==> src/rtl/exc_vec_pkg.sv <==
package exc_vec_pkg;

  typedef enum logic [4:0] {
    KIND_INTR       = 5'd0,
    KIND_TLB_MOD    = 5'd1,
    KIND_TLB_LOAD   = 5'd2,
    KIND_TLB_STORE  = 5'd3,
    KIND_ADDR_LOAD  = 5'd4,
    KIND_ADDR_STORE = 5'd5,
    KIND_IBUS       = 5'd6,
    KIND_DBUS       = 5'd7,
    KIND_SYSCALL    = 5'd8,
    KIND_BREAK      = 5'd9,
    KIND_RSVD_INSN  = 5'd10,
    KIND_COP_UNUSE  = 5'd11,
    KIND_OVERFLOW   = 5'd12,
    KIND_TRAP       = 5'd13,
    KIND_FLOAT      = 5'd15,
    KIND_READ_INH   = 5'd19,
    KIND_EXEC_INH   = 5'd20,
    KIND_NMI        = 5'd28,
    KIND_SOFT_RST   = 5'd29,
    KIND_CACHE_ERR  = 5'd30,
    KIND_DEBUG      = 5'd31
  } excKind_e;

  typedef struct packed {
    logic       takeGen;
    logic       takeErr;
    logic       takeDbg;
    logic       isIntr;
    logic       isRefill;
    logic       isCacheErr;
    logic [4:0] code;
  } ctrlStrobes_t;

endpackage

==> src/rtl/exc_vec_prio.sv <==
module exc_vec_prio #(
  parameter int LINES = 8,
  parameter int IDX_W = $clog2(LINES)
) (
  input  logic [LINES-1:0] lines,
  output logic [IDX_W-1:0] idx
);
  // Highest index wins: later iterations overwrite earlier ones.
  always_comb begin
    idx = '0;
    for (int i = 0; i < LINES; i++) begin
      if (lines[i]) idx = IDX_W'(i);
    end
  end
endmodule

==> src/rtl/exc_vec_ctrl.sv <==
module exc_vec_ctrl
  import exc_vec_pkg::*;
(
  input  logic         reqValid,
  input  logic [4:0]   reqKind,
  input  logic         reqNoMatch,
  input  logic         stExl,
  output ctrlStrobes_t strobes
);
  logic legalGen;

  always_comb begin
    case (reqKind)
      KIND_INTR, KIND_TLB_MOD, KIND_TLB_LOAD, KIND_TLB_STORE,
      KIND_ADDR_LOAD, KIND_ADDR_STORE, KIND_IBUS, KIND_DBUS,
      KIND_SYSCALL, KIND_BREAK, KIND_RSVD_INSN, KIND_COP_UNUSE,
      KIND_OVERFLOW, KIND_TRAP, KIND_FLOAT, KIND_READ_INH,
      KIND_EXEC_INH, KIND_CACHE_ERR: legalGen = 1'b1;
      default:                       legalGen = 1'b0;
    endcase
  end

  always_comb begin
    strobes            = '0;
    strobes.takeGen    = reqValid && legalGen;
    strobes.takeErr    = reqValid && (reqKind == KIND_NMI || reqKind == KIND_SOFT_RST);
    strobes.takeDbg    = reqValid && (reqKind == KIND_DEBUG);
    strobes.isIntr     = (reqKind == KIND_INTR);
    strobes.isRefill   = reqNoMatch && !stExl &&
                         (reqKind == KIND_TLB_LOAD || reqKind == KIND_TLB_STORE);
    strobes.isCacheErr = (reqKind == KIND_CACHE_ERR);
    strobes.code       = reqKind;
  end
endmodule

==> src/rtl/exc_vec_datapath.sv <==
module exc_vec_datapath
  import exc_vec_pkg::*;
#(
  parameter int ADDR_W = 32,
  parameter int LINES  = 8,
  parameter int SPC_W  = 5
) (
  input  logic              clk,
  input  logic              rstN,
  input  logic              reqValid,
  input  ctrlStrobes_t      strobes,
  input  logic              reqInDelay,
  input  logic [ADDR_W-1:0] curPc,
  input  logic              stBev,
  input  logic              stExl,
  input  logic [LINES-1:0]  stIntMask,
  input  logic              causeIv,
  input  logic [LINES-1:0]  causePend,
  input  logic [SPC_W-1:0]  vecSpacing,
  input  logic              extCtrlMode,
  input  logic [ADDR_W-1:0] excBase,
  output logic              newPcValid,
  output logic [ADDR_W-1:0] newPc,
  output logic [ADDR_W-1:0] epcOut,
  output logic [ADDR_W-1:0] errEpcOut,
  output logic [ADDR_W-1:0] dbgEpcOut,
  output logic              excLevel,
  output logic              errLevel,
  output logic              bootVec,
  output logic              kernelMode,
  output logic              branchDelay,
  output logic              dbgMode,
  output logic [4:0]        excCode
);
  localparam int IDX_W = $clog2(LINES);
  localparam int SLOT_SHIFT = 5;
  localparam logic [ADDR_W-1:0] BOOT_GEN_BASE = ADDR_W'(32'hBFC0_0200);
  localparam logic [ADDR_W-1:0] ERR_VECTOR    = ADDR_W'(32'hBFC0_0000);
  localparam logic [ADDR_W-1:0] DBG_VECTOR    = ADDR_W'(32'hBFC0_0480);
  localparam logic [ADDR_W-1:0] OFS_GENERAL   = ADDR_W'(32'h180);
  localparam logic [ADDR_W-1:0] OFS_REFILL    = '0;
  localparam logic [ADDR_W-1:0] OFS_INTR      = ADDR_W'(32'h200);
  localparam logic [ADDR_W-1:0] OFS_CACHE_BEV = ADDR_W'(32'h100);
  localparam logic [ADDR_W-1:0] OFS_CACHE_RAM = ADDR_W'(32'h2000_0100);
  localparam logic [ADDR_W-1:0] BASE_MASK     = ~ADDR_W'(32'h3FF);

  logic [LINES-1:0]  maskedPend;
  logic [IDX_W-1:0]  hiIdx;
  logic [LINES-1:0]  vecNum;
  logic [ADDR_W-1:0] slotStride;
  logic [ADDR_W-1:0] genBase;
  logic [ADDR_W-1:0] genOffset;
  logic [ADDR_W-1:0] target;
  logic [ADDR_W-1:0] resumeAddr;
  logic              anyTake;

  assign maskedPend = causePend & stIntMask;

  exc_vec_prio #(.LINES(LINES), .IDX_W(IDX_W)) uPrio (
    .lines(maskedPend),
    .idx  (hiIdx)
  );

  assign vecNum     = extCtrlMode ? causePend : LINES'(hiIdx);
  assign slotStride = ADDR_W'(vecSpacing) << SLOT_SHIFT;
  assign genBase    = stBev ? BOOT_GEN_BASE : (excBase & BASE_MASK);
  assign resumeAddr = reqInDelay ? (curPc - ADDR_W'(4)) : curPc;
  assign anyTake    = strobes.takeGen || strobes.takeErr || strobes.takeDbg;

  always_comb begin
    genOffset = OFS_GENERAL;
    if (strobes.isRefill) begin
      genOffset = OFS_REFILL;
    end else if (strobes.isCacheErr) begin
      genOffset = stBev ? OFS_CACHE_BEV : OFS_CACHE_RAM;
    end else if (strobes.isIntr && causeIv) begin
      if (stBev || vecSpacing == '0) genOffset = OFS_INTR;
      else genOffset = OFS_INTR + ADDR_W'(vecNum) * slotStride;
    end
  end

  always_comb begin
    if (strobes.takeErr)      target = ERR_VECTOR;
    else if (strobes.takeDbg) target = DBG_VECTOR;
    else                      target = genBase + genOffset;
  end

  always_ff @(posedge clk or negedge rstN) begin
    if (!rstN) begin
      newPcValid  <= 1'b0;
      newPc       <= '0;
      epcOut      <= '0;
      errEpcOut   <= '0;
      dbgEpcOut   <= '0;
      excLevel    <= 1'b0;
      errLevel    <= 1'b0;
      bootVec     <= 1'b0;
      kernelMode  <= 1'b0;
      branchDelay <= 1'b0;
      dbgMode     <= 1'b0;
      excCode     <= '0;
    end else begin
      newPcValid <= anyTake;
      if (anyTake) newPc <= target;
      if (strobes.takeGen) begin
        excCode <= strobes.code;
        if (!stExl) begin
          epcOut      <= resumeAddr;
          branchDelay <= reqInDelay;
          excLevel    <= 1'b1;
          kernelMode  <= 1'b1;
        end
      end
      if (strobes.takeErr) begin
        errEpcOut  <= resumeAddr;
        errLevel   <= 1'b1;
        bootVec    <= 1'b1;
        kernelMode <= 1'b1;
        if (!stExl) branchDelay <= 1'b0;
      end
      if (strobes.takeDbg) begin
        dbgEpcOut  <= resumeAddr;
        dbgMode    <= 1'b1;
        kernelMode <= 1'b1;
        if (!stExl) branchDelay <= 1'b0;
      end
    end
  end

  // a legal request produces the strobe on the next cycle
  p_pulse_r11: assert property (@(posedge clk) disable iff (!rstN)
    anyTake |=> newPcValid);
  // an idle cycle produces no strobe on the next cycle
  p_idle_r11: assert property (@(posedge clk) disable iff (!rstN)
    !reqValid |=> !newPcValid);
  // exception level already set freezes the saved return state
  p_exl_hold_r7: assert property (@(posedge clk) disable iff (!rstN)
    (strobes.takeGen && stExl && !strobes.takeErr && !strobes.takeDbg)
      |=> ($stable(epcOut) && $stable(excLevel) && $stable(branchDelay)));
  // level clear records the delay-adjusted return address
  p_resume_r6: assert property (@(posedge clk) disable iff (!rstN)
    (strobes.takeGen && !stExl)
      |=> (epcOut == ($past(reqInDelay) ? $past(curPc) - ADDR_W'(4) : $past(curPc))
           && excLevel && kernelMode));
  // error class lands on the error vector
  p_err_vec_r8: assert property (@(posedge clk) disable iff (!rstN)
    strobes.takeErr |=> (newPc == ERR_VECTOR && errLevel && bootVec));
  // debug class lands on the debug vector
  p_dbg_vec_r9: assert property (@(posedge clk) disable iff (!rstN)
    strobes.takeDbg |=> (newPc == DBG_VECTOR && dbgMode && kernelMode));
endmodule

==> src/rtl/exc_vector_unit.sv <==
module exc_vector_unit
  import exc_vec_pkg::*;
#(
  parameter int ADDR_W = 32,
  parameter int LINES  = 8,
  parameter int SPC_W  = 5
) (
  input  logic              clk,
  input  logic              rstN,
  input  logic              reqValid,
  input  logic [4:0]        reqKind,
  input  logic              reqNoMatch,
  input  logic              reqInDelay,
  input  logic [ADDR_W-1:0] curPc,
  input  logic              stBev,
  input  logic              stExl,
  input  logic [LINES-1:0]  stIntMask,
  input  logic              causeIv,
  input  logic [LINES-1:0]  causePend,
  input  logic [SPC_W-1:0]  vecSpacing,
  input  logic              extCtrlMode,
  input  logic [ADDR_W-1:0] excBase,
  output logic              newPcValid,
  output logic [ADDR_W-1:0] newPc,
  output logic [ADDR_W-1:0] epcOut,
  output logic [ADDR_W-1:0] errEpcOut,
  output logic [ADDR_W-1:0] dbgEpcOut,
  output logic              excLevel,
  output logic              errLevel,
  output logic              bootVec,
  output logic              kernelMode,
  output logic              branchDelay,
  output logic              dbgMode,
  output logic [4:0]        excCode
);
  ctrlStrobes_t strobes;

  exc_vec_ctrl uCtrl (
    .reqValid  (reqValid),
    .reqKind   (reqKind),
    .reqNoMatch(reqNoMatch),
    .stExl     (stExl),
    .strobes   (strobes)
  );

  exc_vec_datapath #(.ADDR_W(ADDR_W), .LINES(LINES), .SPC_W(SPC_W)) uDp (
    .clk        (clk),
    .rstN       (rstN),
    .reqValid   (reqValid),
    .strobes    (strobes),
    .reqInDelay (reqInDelay),
    .curPc      (curPc),
    .stBev      (stBev),
    .stExl      (stExl),
    .stIntMask  (stIntMask),
    .causeIv    (causeIv),
    .causePend  (causePend),
    .vecSpacing (vecSpacing),
    .extCtrlMode(extCtrlMode),
    .excBase    (excBase),
    .newPcValid (newPcValid),
    .newPc      (newPc),
    .epcOut     (epcOut),
    .errEpcOut  (errEpcOut),
    .dbgEpcOut  (dbgEpcOut),
    .excLevel   (excLevel),
    .errLevel   (errLevel),
    .bootVec    (bootVec),
    .kernelMode (kernelMode),
    .branchDelay(branchDelay),
    .dbgMode    (dbgMode),
    .excCode    (excCode)
  );
endmodule

==> config.mk <==
export PLATFORM = sky130hd
export DESIGN_NAME = exc_vector_unit
export DESIGN_NICKNAME = d
export VERILOG_FILES = /design/src/rtl/exc_vec_pkg.sv /design/src/rtl/exc_vec_prio.sv /design/src/rtl/exc_vec_ctrl.sv /design/src/rtl/exc_vec_datapath.sv /design/src/rtl/exc_vector_unit.sv
export SDC_FILE = /design/constraint.sdc
export NUM_CORES = 1
export LEC_CHECK = 0
export ABC_AREA = 1
export BUFFER_PORTS_ARGS = -buffer_cell sky130_fd_sc_hd__buf_2
export CAP_MARGIN = 10
export CELL_PAD_IN_SITES_DETAIL_PLACEMENT = 0
export CELL_PAD_IN_SITES_GLOBAL_PLACEMENT = 1
export CORE_ASPECT_RATIO = 1.2
export CORE_MARGIN = 2
export CORE_UTILIZATION = 42
export CTS_BUF_LIST = sky130_fd_sc_hd__clkbuf_4
export DETAILED_ROUTE_END_ITERATION = 7
export PLACE_DENSITY_LB_ADDON = 0.08
export SETUP_SLACK_MARGIN = 0.2
export SLEW_MARGIN = 20
export SYNTH_ARGS = -nofsm -noshare
export SYNTH_HDL_FRONTEND = slang
export SYNTH_SLANG_ARGS = --single-unit
==> constraint.sdc <==
create_clock -name clk -period 2.4 [get_ports clk]
set_input_delay 0.36 -clock clk [delete_from_list [all_inputs] [get_ports clk]]
set_output_delay 0.36 -clock clk [all_outputs]
set_load 0.02 [all_outputs]
==> impl_results.md <==
- Vias: about 8,500
- Initial Util: roughly 42%
- CTS H-tree lvls: 4
- Core area: 20,100 um^2
- Clock Skew: 0 ps
- Tot GR Track Use: between 20% and 30%
- Top Usage Layer GRT: met2
- Worst-Skew Late Latency: 540 ps
- Layout cells sized above 1: 36.5%
- Rows: 57
- Max-slew headroom: 39.9%
- IO Pins: 239
- Yosys top cell area share: 39.3%
- Final Hold Fails: 0
- CTS tree: done
- Clock sinks: 134
- Largest net degree at the start of global routing: 60
- Startpoint types: input pin
- Sequential share of the synthesized area: 39.3%
- CTS Buf Count: 17
- Hold Crit Depth: 3
- Die area: 21,500 um^2
- Vias in the first global route: 8,287
- Ys flop type: dfrtp_1
- Max-Cap Viols: 0
- Post-Syn Area: 8530 um^2
- Clock slew at reported path FFs: approximately 140 ps
- Post-synth EDFFs: 0
- Met1 GRT Util: 30.3%
- Leading cell type in the layout, fill and taps excluded: nand2_1
- Starting DRT DRC Count: 284
- Post-synthesis async set-or-reset flop share: 100%
- Worst Slack Setup Final: -2560 ps
- Placement Setup Slack: -3150 ps
- Crit Path Max Fanout: 6
- First-pass GRT wire length: between 40,000 and 50,000 um
- Final WL: roughly 26,000 um
- P_leak: 6.33 nW
- Area Overhead vs Synth: 39.2%
- Setup CP Type: in -> reg
- Final min period: ~5000 ps
- Drt drc: 0
- Hold WC Path Type: in -> reg
- Status: complete, but fails checks
- Root buffer cell: clkbuf_4
- Syn avg cell area: ~7.5 um^2
- Placer congestion estimate: between 0.8 and 0.9
- Ys Warns: 0
- Achievable frequency: about 0.2 GHz
- Critical path's slowest cell: fa_1
- Finished Cell Area: 11,900 um^2
- Cell count after synthesis: 1,144
- GRT overflow: 0
- GRT met3 Usage: 3.21%
- Avg WL per Cell: 14.4 um
- Detailed placer's ending HPWL: 19,800 um
- Die Wd: 134 um
- Number of port buffers: about 220
- Measured slew at the worst slew-check pin: ~900 ps
- Critical Path End Type: flop
- Die height: 160 um
- Failing checks: setup timing
- Initial antenna violation count: 2
- Register bit total from synthesis: 134
- Clk buf depth: 2
- Top cells by area, synth: dfrtp_1 39%, nand2_1 15%, inv_1 6.5%, nor2_1 5.5%, ha_1 5.0%
- Pwr/cell area: 641 nW/um^2
- Setup Viol. Count Final: 24
- Critical path required time: between 2000 and 3000 ps
- Vias per inst: 4.76
- GR Util met2: 42.4%
- Yosys cell types: 44
- FF-to-FF path depth: 3
- Peak VDD IR: 0.318 mV
- Drt pass-1 iters: 5
- Unrepaired setup endpoints after global routing: true
- Worst Path Arrival: around 5400 ps
- CP peak stage delay: ~500 ps
- Commonest cells after routing, fill and taps aside: 317 x nand2_1, 219 x buf_2, 136 x inv_1
- Total placed instance area: 10,900 um^2
- Pins over their slew limit: 0
- Final #Nets: 1,645
- Tcrit/Tclk final: 206%
- Post-route ant nets: 0
- Area leader, netlist: dfrtp_1
- Filler cells: ~2,000
[metal layers]
layer  part of all wire (%)  wire, um
met1                     44     11100
met2                     50     12800
met3                    4.7      1210
met4                    1.8       452
met5                      0         0
[final timing paths]
| check | start | endpoint | slack, ps |
|---|---|---|---|
| min in group asynchronous | rstN | uDp.dbgEpcOut[0] | 320 |
| max in group asynchronous | rstN | uDp.epcOut[4] | 1320 |
| max reg2reg | uDp.newPc[24] | uDp.newPc[24] | 1590 |
| min | curPc[0] | uDp.epcOut[0] | 80 |
| max | stIntMask[2] | uDp.newPc[22] | -2560 |
| min reg2reg | uDp.epcOut[2] | uDp.epcOut[2] | 480 |
[state kept, by name (all words and copies together), names as in the netlist]
| signal | flops |
|---|---|
| uDp.dbgEpcOut | 32 |
| uDp.epcOut | 32 |
| uDp.errEpcOut | 32 |
| uDp.newPc | 27 |
| uDp.excCode | 5 |
| uDp.branchDelay | 1 |
| uDp.dbgMode | 1 |
| uDp.errLevel | 1 |
| uDp.excLevel | 1 |
| uDp.kernelMode | 1 |
| uDp.newPcValid | 1 |
[layout make-up]
cell class | count | area [um^2] | share of cell area (%)
Inverter | 154 | 582 | 4.90
Timing Repair Buffer | 357 | 2210 | 18.6
Clock buffer | 17 | 128 | 1.08
Tap cell | 265 | 332 | 2.79
Antenna cell | 3 | 7.51 | 0.0633
Sequential cell | 134 | 3350 | 28.3
Multi-Input combinational cell | 829 | 5100 | 43.0
Clock inverter | 15 | 158 | 1.33
[through the flow]
step / cells / power [W] / util, % / hold slack, ps / setup TNS, ps
after floorplan: 1148 / 0.00464 / - / 64.4 / -55530
after global placement: 1719 / 0.00582 / 54.2 / 369 / -66640
after detailed placement: 1719 / 0.00584 / 54.2 / 371 / -68140
after CTS: 1758 / 0.00749 / 56.8 / 24.6 / -51090
after global routing: 1774 / 0.00810 / 59.0 / 42.7 / -59500
final: 1774 / 0.00760 / 59.0 / 77.9 / -54060
[kinds of logic (layout without fill, tap and decap cells)]
kind of cell / Yosys count / count (layout) / synth area share [%]
adder cells (fa/ha/maj): 53 / 53 / 9.45
XOR/XNOR: 37 / 37 / 3.80
AO/OA/AOI/OAI: 141 / 141 / 9.04
buffers and inverters: 185 / 543 / 8.85
flip-flops: 134 / 134 / 39.3
AND/OR/NAND/NOR: 593 / 593 / 29.5
other: 1 / 8 / 0.0440
[where the power goes]
| group | switching (W) | total, W | leakage, nW | internal, W |
|---|---|---|---|---|
| registers | 0.000214 | 0.00286 | 1.67 | 0.00265 |
| logic | 0.00190 | 0.00319 | 4.52 | 0.00129 |
| clock network | 0.000992 | 0.00155 | 0.144 | 0.000557 |
[cells in the mapped netlist (2+ instances only)]
library cell and number:
a21oi_1 25, a22o_1 2, a31oi_1 5, buf_2 15, buf_4 7, buf_6 2, clkbuf_1 7, dfrtp_1 134
fa_1 19, ha_1 34, inv_1 148, inv_2 6, nand2_1 349, nand2_2 5, nand3_1 51, nand3b_1 4
nand4_1 16, nor2_1 125, nor2_2 5, nor2_4 4, nor3_1 15, nor4_1 2, o211ai_1 2, o21a_1 5
o21ai_0 54, o21ai_1 38, o21ai_2 4, o21bai_1 3, or2_2 8, xnor2_1 19, xor2_1 18
[timing repair]
| item | 4_1_cts | 5_1_grt |
|---|---|---|
| pin swaps | 22 | 60 |
| gates resized for setup | 47 | 84 |
| endpoints found under the setup margin | 24 | 25 |
| endpoints found under the hold margin | 56 | 0 |
| buffers inserted | 6 | 13 |
| hold buffers | 1 | 0 |
[worst max-delay path: cells and delay by family]
| kind | cells | cell delay (ps) |
|---|---|---|
| compound gates | 10 | 1000 |
| xor+xnor | 1 | 90 |
| buf+inv | 5 | 420 |
| fa+ha+maj | 6 | 2160 |
| simple gates | 13 | 1370 |
No activity file was read; power rests on OpenSTA's default activity.
